**src/rtl/mw_pkg.sv**
```systemverilog
// Package: shared types and command builders for the three-wire EEPROM master.
// Assumes 16-bit device words and an address field of at most 8 bits.
package mw_pkg;
    localparam int WORD_W  = 16;
    localparam int WADDR_W = 8;
    localparam int BYTE_W  = WADDR_W + 1;
    localparam int RX_W    = 2 * WORD_W;

    localparam logic [1:0] OPC_READ  = 2'b10;
    localparam logic [1:0] OPC_WRITE = 2'b01;
    localparam logic [1:0] OPC_CTRL  = 2'b00;

    // Primitive jobs handed to the serial engine
    typedef enum logic [2:0] {
        K_CMD, K_DATA, K_READ, K_POLL, K_END
    } kind_e;

    // Steps of the operation sequencer
    typedef enum logic [2:0] {
        ST_RCMD, ST_RDAT, ST_WEN, ST_WCMD, ST_WDAT, ST_POLL, ST_WDS, ST_END
    } step_e;

    function automatic logic is_small(input logic [1:0] sz);
        return sz == 2'd0;
    endfunction

    function automatic logic [5:0] cmd_bits(input logic [1:0] sz);
        return is_small(sz) ? 6'd9 : 6'd11;
    endfunction

    // Command word left-aligned in 16 bits: start bit, opcode, address
    function automatic logic [WORD_W-1:0] build_cmd(input logic [1:0] sz,
                                                    input logic [1:0] op,
                                                    input logic [WADDR_W-1:0] addr);
        if (is_small(sz))
            return {1'b1, op, addr[5:0], 7'b0};
        return {1'b1, op, addr, 5'b0};
    endfunction

    // Address field of a control command: top two bits 11 enable, 00 disable
    function automatic logic [WADDR_W-1:0] ctrl_addr(input logic [1:0] sz, input logic en);
        if (is_small(sz))
            return {2'b00, {2{en}}, 4'b0};
        return {{2{en}}, 6'b0};
    endfunction
endpackage

```
**src/rtl/mw_half_tick.sv**
```systemverilog
// Half-period tick generator. Emits one tick every half_div clocks
// (0 acts as 1). Restart zeroes the count, so the first tick comes a full
// half-period after a restart. Assumes half_div is steady while not restarting.
module mw_half_tick #(
    parameter int DIV_W = 8
) (
    input  logic             clk,
    input  logic             rst_n,
    input  logic             restart,
    input  logic [DIV_W-1:0] half_div,
    output logic             tick
);
    logic [DIV_W-1:0] cnt_q;
    logic [DIV_W-1:0] lim;

    assign lim  = (half_div == '0) ? '0 : half_div - 1'b1;
    assign tick = (cnt_q == lim);

    // Count system clocks within one serial half-period
    always_ff @(posedge clk) begin
        if (!rst_n)
            cnt_q <= '0;
        else if (restart || tick)
            cnt_q <= '0;
        else
            cnt_q <= cnt_q + 1'b1;
    end
endmodule

```
**src/rtl/mw_serial_engine.sv**
```systemverilog
// Serial engine. Runs one primitive job at a time on the three device lines:
// a command (chip-select gap, then bits), raw data bits, read pulses,
// a ready poll (chip-select gap, then sampling), or a release of chip select.
// Bits are taken MSB first from a left-aligned word. ee_do is sampled at the
// end of every high phase. Assumes the tick restarts together with go.
module mw_serial_engine
    import mw_pkg::*;
#(
    parameter int POLL_LIMIT = 20000,
    parameter int POLL_W     = $clog2(POLL_LIMIT + 1)
) (
    input  logic              clk,
    input  logic              rst_n,
    input  logic              tick,
    input  logic              go,
    input  kind_e             kind,
    input  logic [5:0]        nbits,
    input  logic [WORD_W-1:0] tx,
    input  logic              ee_do,
    output logic              cs,
    output logic              sk,
    output logic              di,
    output logic [RX_W-1:0]   rx,
    output logic              fin,
    output logic              timed_out
);
    typedef enum logic [2:0] {E_IDLE, E_GAP, E_LO, E_HI, E_POLL} est_e;

    est_e              st_q;
    kind_e             knd_q;
    logic [WORD_W-1:0] sh_q;
    logic [5:0]        left_q;
    logic [POLL_W-1:0] pcnt_q;
    logic              cs_q, sk_q, fin_q, to_q;
    logic [RX_W-1:0]   rx_q;

    assign cs        = cs_q;
    assign sk        = sk_q;
    assign di        = (st_q == E_LO || st_q == E_HI) && sh_q[WORD_W-1];
    assign rx        = rx_q;
    assign fin       = fin_q;
    assign timed_out = to_q;

    // Job state machine, line drive and input sampling
    always_ff @(posedge clk) begin
        if (!rst_n) begin
            st_q   <= E_IDLE;
            knd_q  <= K_END;
            sh_q   <= '0;
            left_q <= '0;
            pcnt_q <= '0;
            cs_q   <= 1'b0;
            sk_q   <= 1'b0;
            fin_q  <= 1'b0;
            to_q   <= 1'b0;
            rx_q   <= '0;
        end else begin
            fin_q <= 1'b0;
            case (st_q)
                E_IDLE: if (go) begin
                    knd_q  <= kind;
                    sh_q   <= (kind == K_READ) ? '0 : tx;
                    left_q <= nbits;
                    pcnt_q <= '0;
                    to_q   <= 1'b0;
                    case (kind)
                        K_CMD, K_POLL: begin
                            cs_q <= 1'b0;
                            st_q <= E_GAP;
                        end
                        K_END: begin
                            cs_q  <= 1'b0;
                            fin_q <= 1'b1;
                        end
                        default: st_q <= E_LO;
                    endcase
                end
                E_GAP: if (tick) begin
                    cs_q <= 1'b1;
                    st_q <= (knd_q == K_POLL) ? E_POLL : E_LO;
                end
                E_LO: if (tick) begin
                    sk_q <= 1'b1;
                    st_q <= E_HI;
                end
                E_HI: if (tick) begin
                    sk_q   <= 1'b0;
                    rx_q   <= {rx_q[RX_W-2:0], ee_do};
                    sh_q   <= {sh_q[WORD_W-2:0], 1'b0};
                    left_q <= left_q - 1'b1;
                    if (left_q == 6'd1) begin
                        st_q  <= E_IDLE;
                        fin_q <= 1'b1;
                    end else begin
                        st_q <= E_LO;
                    end
                end
                E_POLL: if (tick) begin
                    if (ee_do) begin
                        st_q  <= E_IDLE;
                        fin_q <= 1'b1;
                    end else if (pcnt_q == POLL_W'(POLL_LIMIT - 1)) begin
                        st_q  <= E_IDLE;
                        fin_q <= 1'b1;
                        to_q  <= 1'b1;
                    end else begin
                        pcnt_q <= pcnt_q + 1'b1;
                    end
                end
                default: st_q <= E_IDLE;
            endcase
        end
    end

    // the serial clock only pulses while the device is selected
    a_r4_clock_in_select: assert property (@(posedge clk) disable iff (!rst_n)
        sk_q |-> cs_q);

    // data to the device holds still through every high phase
    a_r3_di_steady_high: assert property (@(posedge clk) disable iff (!rst_n)
        (sk_q && $past(sk_q)) |-> $stable(di));
endmodule

```
**src/rtl/mw_eeprom_master.sv**
```systemverilog
// Three-wire EEPROM word master (top). Accepts 32-bit read and write requests
// and sequences them as engine jobs. Read: command, 32 pulses, release.
// Write, per 16-bit half: enable, write command, data, ready poll, disable;
// then release. Assumes byte_off, wr_data, cfg_size and half_div are valid
// in the start cycle; they are latched there.
module mw_eeprom_master
    import mw_pkg::*;
#(
    parameter int DIV_W      = 8,
    parameter int POLL_LIMIT = 20000
) (
    input  logic              clk,
    input  logic              rst_n,
    input  logic [1:0]        cfg_size,
    input  logic [DIV_W-1:0]  half_div,
    input  logic              rd_start,
    input  logic              wr_start,
    input  logic [BYTE_W-1:0] byte_off,
    input  logic [RX_W-1:0]   wr_data,
    output logic [RX_W-1:0]   rd_data,
    output logic              busy,
    output logic              done,
    output logic              wr_err,
    output logic              ee_cs,
    output logic              ee_sk,
    output logic              ee_di,
    input  logic              ee_do
);
    localparam int POLL_W = $clog2(POLL_LIMIT + 1);

    step_e              step_q, step_n;
    kind_e              kind_c;
    logic [5:0]         nbits_c;
    logic [WORD_W-1:0]  tx_c;
    logic [1:0]         size_q;
    logic [DIV_W-1:0]   hd_q;
    logic [WADDR_W-1:0] word_q, cur_word;
    logic [RX_W-1:0]    data_q, rd_q;
    logic               busy_q, done_q, err_q, err_acc_q;
    logic               half_q, issue_q, go_q;
    logic               tick, fin, timed_out;
    logic [RX_W-1:0]    rx;

    assign rd_data  = rd_q;
    assign busy     = busy_q;
    assign done     = done_q;
    assign wr_err   = err_q;
    assign cur_word = word_q + WADDR_W'(half_q);

    // Job description for the current step
    always_comb begin
        kind_c  = K_END;
        nbits_c = '0;
        tx_c    = '0;
        case (step_q)
            ST_RCMD: begin
                kind_c  = K_CMD;
                nbits_c = cmd_bits(size_q);
                tx_c    = build_cmd(size_q, OPC_READ, word_q);
            end
            ST_RDAT: begin
                kind_c  = K_READ;
                nbits_c = 6'(RX_W);
            end
            ST_WEN: begin
                kind_c  = K_CMD;
                nbits_c = cmd_bits(size_q);
                tx_c    = build_cmd(size_q, OPC_CTRL, ctrl_addr(size_q, 1'b1));
            end
            ST_WCMD: begin
                kind_c  = K_CMD;
                nbits_c = cmd_bits(size_q);
                tx_c    = build_cmd(size_q, OPC_WRITE, cur_word);
            end
            ST_WDAT: begin
                kind_c  = K_DATA;
                nbits_c = 6'(WORD_W);
                tx_c    = half_q ? data_q[WORD_W-1:0] : data_q[RX_W-1:WORD_W];
            end
            ST_POLL: kind_c = K_POLL;
            ST_WDS: begin
                kind_c  = K_CMD;
                nbits_c = cmd_bits(size_q);
                tx_c    = build_cmd(size_q, OPC_CTRL, ctrl_addr(size_q, 1'b0));
            end
            default: kind_c = K_END;
        endcase
    end

    // Step order of read and write operations
    always_comb begin
        case (step_q)
            ST_RCMD: step_n = ST_RDAT;
            ST_RDAT: step_n = ST_END;
            ST_WEN:  step_n = ST_WCMD;
            ST_WCMD: step_n = ST_WDAT;
            ST_WDAT: step_n = ST_POLL;
            ST_POLL: step_n = ST_WDS;
            ST_WDS:  step_n = half_q ? ST_END : ST_WEN;
            default: step_n = ST_END;
        endcase
    end

    // Request acceptance, step sequencing and result capture
    always_ff @(posedge clk) begin
        if (!rst_n) begin
            step_q    <= ST_END;
            size_q    <= '0;
            hd_q      <= '0;
            word_q    <= '0;
            data_q    <= '0;
            rd_q      <= '0;
            busy_q    <= 1'b0;
            done_q    <= 1'b0;
            err_q     <= 1'b0;
            err_acc_q <= 1'b0;
            half_q    <= 1'b0;
            issue_q   <= 1'b0;
            go_q      <= 1'b0;
        end else begin
            done_q <= 1'b0;
            go_q   <= 1'b0;
            if (!busy_q) begin
                if (rd_start || wr_start) begin
                    busy_q    <= 1'b1;
                    step_q    <= rd_start ? ST_RCMD : ST_WEN;
                    size_q    <= cfg_size;
                    hd_q      <= half_div;
                    word_q    <= byte_off[BYTE_W-1:1];
                    data_q    <= wr_data;
                    half_q    <= 1'b0;
                    err_acc_q <= 1'b0;
                    issue_q   <= 1'b1;
                end
            end else if (issue_q) begin
                go_q    <= 1'b1;
                issue_q <= 1'b0;
            end else if (fin) begin
                if (step_q == ST_RDAT)
                    rd_q <= rx;
                if (step_q == ST_POLL && timed_out)
                    err_acc_q <= 1'b1;
                if (step_q == ST_WDS)
                    half_q <= 1'b1;
                if (step_q == ST_END) begin
                    busy_q <= 1'b0;
                    done_q <= 1'b1;
                    err_q  <= err_acc_q;
                end else begin
                    step_q  <= step_n;
                    issue_q <= 1'b1;
                end
            end
        end
    end

    mw_half_tick #(.DIV_W(DIV_W)) u_tick (
        .clk      (clk),
        .rst_n    (rst_n),
        .restart  (go_q || !busy_q),
        .half_div (hd_q),
        .tick     (tick)
    );

    mw_serial_engine #(.POLL_LIMIT(POLL_LIMIT), .POLL_W(POLL_W)) u_engine (
        .clk       (clk),
        .rst_n     (rst_n),
        .tick      (tick),
        .go        (go_q),
        .kind      (kind_c),
        .nbits     (nbits_c),
        .tx        (tx_c),
        .ee_do     (ee_do),
        .cs        (ee_cs),
        .sk        (ee_sk),
        .di        (ee_di),
        .rx        (rx),
        .fin       (fin),
        .timed_out (timed_out)
    );

    // done lasts one cycle
    a_r8_done_single: assert property (@(posedge clk) disable iff (!rst_n)
        done_q |=> !done_q);

    // busy only ends through done
    a_r8_busy_ends_done: assert property (@(posedge clk) disable iff (!rst_n)
        $fell(busy_q) |-> done_q);

    // device lines are quiet whenever the block is idle
    a_r9_quiet_idle: assert property (@(posedge clk) disable iff (!rst_n)
        !busy_q |-> (!ee_cs && !ee_sk && !ee_di));

    // the error flag moves only with done
    a_r7_err_with_done: assert property (@(posedge clk) disable iff (!rst_n)
        !$stable(err_q) |-> done_q);
endmodule

```
**config.mk**
```make
export PLATFORM = sky130hd
export DESIGN_NAME = mw_eeprom_master
export DESIGN_NICKNAME = d
export VERILOG_FILES = /design/src/rtl/mw_pkg.sv /design/src/rtl/mw_half_tick.sv /design/src/rtl/mw_serial_engine.sv /design/src/rtl/mw_eeprom_master.sv
export SDC_FILE = /design/constraint.sdc
export NUM_CORES = 1
export LEC_CHECK = 0
export ABC_AREA = 1
export CORE_AREA = 2 2 138 140
export DETAILED_ROUTE_END_ITERATION = 16
export DIE_AREA = 0 0 140 142
export PLACE_DENSITY = 0.66
export RECOVER_POWER = 100
export SLEW_MARGIN = 20
export SYNTH_ARGS = -nofsm -noshare
export SYNTH_HDL_FRONTEND = slang
export SYNTH_SLANG_ARGS = --single-unit
```
**constraint.sdc**
```tcl
create_clock -name clk -period 2.8 [get_ports clk]
set_input_delay 0.28 -clock clk [delete_from_list [all_inputs] [get_ports clk]]
set_output_delay 0.28 -clock clk [all_outputs]
set_load 0.1 [all_outputs]
```
# Yosys cells after proc, flatten, opt, wreduce, memory -nomap -nowiden
# Cells that the tools add are included.
# word_totals
in_bits	56
out_inout_bits	38
word_cells	194
regBits	179
# op_classes
muxes	90
n_bitwise	4
reduce_logical	37
eq_ne	34
addsub	5
# op_table
operator	count
16-bit two-way mux	12
16-bit case mux with 5 select lines	1
15-bit two-way mux	4
3-bit two-way mux	14
1-bit two-way mux	40
16-bit case mux with 2 select lines	1
15-bit case mux with 2 select lines	1
4-bit AND reduction	6
2-bit inequality test, second input constant	11
3-bit by 2-bit equality test with 1-bit output, second input constant	7
3-bit equality test, second input constant	6
3-bit case mux with 6 select lines	1
6-bit case mux with 3 select lines	1
8-bit two-way mux	2
15-bit by 1-bit adder with 15-bit output, second input constant	1
15-bit equality test, second input constant	1
3-bit case mux with 5 select lines	1
6-bit two-way mux	2
3-bit case mux with 4 select lines	1
6-bit case mux with 2 select lines	1
5-bit AND reduction	2
2-bit nonzero test	5
3-bit zero test	3
8-bit by 1-bit adder with 8-bit output	1
24 further kinds	45

# Longest topological paths before layout
# logic_depth
ltp_word	10
depth_mapped	17
depth_no_buf	17

# Cells and area by module
# A second synthesis with hierarchy kept.
# unflattened
cells_unflattened	1239
hier_area_um2	8451.9
# by_module_without_submodules
module	cells_per_inst	instances	seq_area_each_um2	area_per_inst_um2
mw_eeprom_master	570	1	1841.8	4015.1
mw_serial_engine	547	1	1581.5	3721.1
mw_half_tick	122	1	160.2	715.7

# Worst setup path before layout
# Ideal clock, no wire load.
# synth_path
path_type	reg-to-reg
startpoint	reg busy_q (netlist: busy)
endpoint	reg rd_q[23] (netlist: rd_data[23])
required_time_ps	2729
period_less_slack_ps	2325
path_buffers	2
setup_slack_ps	475
t_arrival_ps	2254
setup_time_ps	71
path_stages_with_launch	9
path_cell_list	dfxtp_1 -> clkbuf_1 -> inv_1 -> nor2_1 -> nand2_1 -> nor2_1 -> clkbuf_1 -> o21ai_0 -> a21oi_1
# synth_between
elab_chain_cells	1
# synth_lines
item	line_no	rtl
start, declared	mw_eeprom_master.sv:39	logic busy_q, done_q, err_q, err_acc_q;
start signal, assigned	mw_eeprom_master.sv:113	busy_q <= 1'b0;
start signal, assigned	mw_eeprom_master.sv:125	busy_q <= 1'b1;
start signal, assigned	mw_eeprom_master.sv:146	busy_q <= 1'b0;
4-bit AND reduction (no line)	-	
end signal, assigned	mw_eeprom_master.sv:140	rd_q <= rx;
end, declared	mw_eeprom_master.sv:38	logic [RX_W-1:0] data_q, rd_q;
# Every way passes these cells.
# A chain may end at the register's enable or synchronous reset.

# Worst setup path after layout
# layout_path
startpoint	reg hd_q[1]
endpoint	reg u_engine.left_q[2]
# layout_between
elab_chain_cells	5
elab_cells_between_ends	6
classes_between	1 x add/sub; 2 x eq/ne; 1 x mux; 2 x reduce/logical
# layout_lines
item	line_no	rtl
start, declared	mw_eeprom_master.sv:36	logic [DIV_W-1:0] hd_q;
start signal, assigned	mw_eeprom_master.sv:128	hd_q <= half_div;
8-bit by 1-bit subtractor with 8-bit output or 8-bit zero test (tied branches)	mw_half_tick.sv:16	assign lim = (half_div == '0) ? '0 : half_div - 1'b1;
8-bit two-way mux *	mw_half_tick.sv:16	
8-bit equality test *	mw_half_tick.sv:17	assign tick = (cnt_q == lim);
2-bit inequality test (no line) *	-	
3-bit AND reduction (no line) *	-	
end signal, assigned	mw_serial_engine.sv:63	left_q <= nbits;
end signal, assigned	mw_serial_engine.sv:90	left_q <= left_q - 1'b1;
end, declared	mw_serial_engine.sv:32	logic [5:0] left_q;
# Every way passes the cells marked *; elsewhere a longest branch is shown, timed or not.

==> out/results.txt <==
Routability cong. - 0.8299
Hold slack final - 0.1272 ns
Clock latency on the worst-skew pair - 0.44 ns
CTS tree - done
Post-cts sizing count - 0
VDD IR max - 491.9 µV
Htree depth - 4
CP Max Fanout - 26
PD cells - 675.9 nW/µm²
Slowest stage delay, CP - 0.32 ns
CP delay by family, top - simple AND/OR/NAND/NOR gates
Critical Path Most Common Cell - nand2_1
Yosys top cell area share - 44.01%
Area growth syn-to-layout - 17.64%
Leading cell types by count after synthesis - dfxtp_1 (179), o21ai_0 (161), nor2_1 (158), nand2_1 (135), a21oi_1 (133)
Worst path bufs/invs - 2
Placed Area - 9144 µm²
Residual DRC - 1
CP Launch Type - flip-flop
F_max - 409.7 MHz
Number of nets with antenna violations after routing - 0
YS warnings - 0
First-pass GRT wire length - 31200 µm
Final Skew - 0.01215 ns
Netlist Area Pre-Place - 8143 µm²
Final hold viol count - 0
Post-synth EDFFs - 0
Syn_nets - 1186
Clk pin slew, worst setup/hold paths - 0.07 ns
Top-Level Pins - 94
CTS Buf Count - 17
Vias in the first global route - 6791
Initial antenna violation count - 0
DRT Wirelength - 18210 µm
Overflow after GRT - 0
Syn Inst Count - 1123
Non-Filler Instances - 1438
Synth Register Bits - 179
Die H - 142 µm
Row Count - 50
Leakage Power - 3.754 nW
Slew margin rel. - 15.43%
GRT Total Usage - 18.79%
Largest area contributor in the netlist - dfxtp_1
Pwr Total - 6.474 mW
Ant. Diodes - 0
Crit-path slowest cell - dfxtp_1
Fin nets - 1254
Crit path cell chain - inv_1 > ha_1 > nand2_1 > nor2_4 > nand2_4 > nand2_1 > xor2_1 > nand2_1 > nor2_4 > nand3_4 > nand2_4 > inv_1 > nand2_1 > a21oi_2
WP data required - 3.10 ns
Via count - 7267
Post-CTS setup buffer count - 0
Violated checks - design-rule violations
Die X-Extent - 140 µm
Avg Vias per Cell - 5.054
1st-pass router iterations - 11
Slew @ Worst Pin - 1.269 ns
Share of cells above drive strength 1 - 6.645%
Most frequent cell after synthesis - dfxtp_1
Async set-reset flop share out of synthesis - 0%
Placed cell count - 1406
Minimum clock period - 2.441 ns
# Max-Cap Violations - 0
Final Slew Violations - 0
Root Buffer - clkbuf_16
Setup TNS after final layout - 0 ns
Buffers on Ports - 92
Top area cells in the synthesized netlist - dfxtp_1 (44%), o21ai_0 (9.9%), a21oi_1 (8.2%)
Critical path arrival - 2.74 ns
Hold_buf cts - 0
Detail Placement HPWL - 12370 µm
CTS Sinks - 179
Setup CP Type - reg2reg
Clock Tree Buf Depth - 2
Die outline area - 19880 µm²
Crit share post-route - 87.18%
Largest net degree at the start of global routing - 75
Final Instance Area - 9579 µm²
Count of different cell masters after synthesis - 42
Seq/Total Area, Yosys - 44.01%
WL/cell - 12.66 µm
Initial Util - 44.12%
Final setup violation count - 0
RSZ-0062 raised after global routing - no
Outcome - finished with violations
Initial drt markers - 443
Hold WC Path Type - in2reg
Top FF cell, synth - dfxtp_1
Crit end category - flip-flop
Avg Inst Size Synth - 7.251 µm²
Total core area - 18460 µm²
==> worst min-delay path, cell delays in order <==
cell     delay (ns)
buf_4          0.12
o21ai_0        0.07
nor2_1         0.04
==> placed cells by master, fill, tap and decap left out, drive strengths merged, types with 2 or more instances in the layout <==
cell           instances
a211oi                 2
a21oi                142
a221oi                 2
buf                   12
bufinv                 2
clkbuf                59
clkdlybuf4s50         52
clkinv                 7
dfxtp                179
ha                     7
inv                  129
mux2i                 10
nand2                143
nand3                 45
nand3b                 2
nand4                 15
nor2                 164
nor3                  12
nor3b                  3
nor4                   2
o211ai                 4
o21ai                172
o22ai                  6
or2                    3
xnor2                  3
xor2                  21
==> per-layer routing <==
layer  track usage [%]  routed length, µm  part of all wire, %  vias to the layer above
met1             25.56               9132                   50                     3309
li1                  -                  -                    -                     3835
met2             30.67               8313                   46                      107
met5                 0                  0                    0                        -
met3             2.961                519                  2.8                       16
met4             6.433                246                  1.4                        0
==> sequential cells by signal, summed over array words and instances (netlist names), 2 cells and up <==
register	cells
word_q	8
hd_q	8
u_engine.knd_q	3
u_engine.st_q	3
u_engine.pcnt_q	15
u_engine.rx	32
step_q	3
size_q	2
data_q	32
u_engine.left_q	6
u_engine.sh_q	16
u_tick.cnt_q	8
rd_data	32
==> cell type report <==
class                      instances  area [µm²]
clock buffer                      17       425.4
tap                              234       292.8
sequential                       179        3583
timing repair buffer             107       793.3
multi-input combinational        762        3827
clock inverter                    15       190.2
fill                            1831        8876
inverter                         124       466.7
==> through the flow <==
stage / setup WS (ns) / utilization [%]
after floorplan: 0.4752 / -
after global placement: 0.4908 / 49.55
after detailed placement: 0.4524 / 49.55
after CTS: 0.4330 / 52.88
after global routing: 0.09882 / 51.91
final: 0.3591 / 51.91
==> cell families after synthesis <==
logic type / after synthesis / share of synthesized area [%]
xor gates and xnor gates: 24 / 2.582
and+or+nand+nor: 389 / 20.79
AOI/OAI and AO/OA: 332 / 21.36
buffers and inverters: 182 / 8.958
adders and majority gates: 7 / 1.076
DFF: 179 / 44.01
muxes: 10 / 1.229
==> final timing paths <==
kind,start,to,slack (ns),depth (start not counted)
worst min register to register,data_q[28],data_q[28],0.45,2
worst min-delay path,rst_n,wr_err,0.13,3
worst max register to register,hd_q[1],u_engine.left_q[2],0.36,14
worst max-delay path,hd_q[1],u_engine.left_q[2],0.36,14
==> report_power, final <==
part,internal (mW),switching [mW]
clock network,1.36,1.12
logic,0.415,0.814
registers,2.67,0.0946
Note: power is estimated with default switching activity, not from simulation.
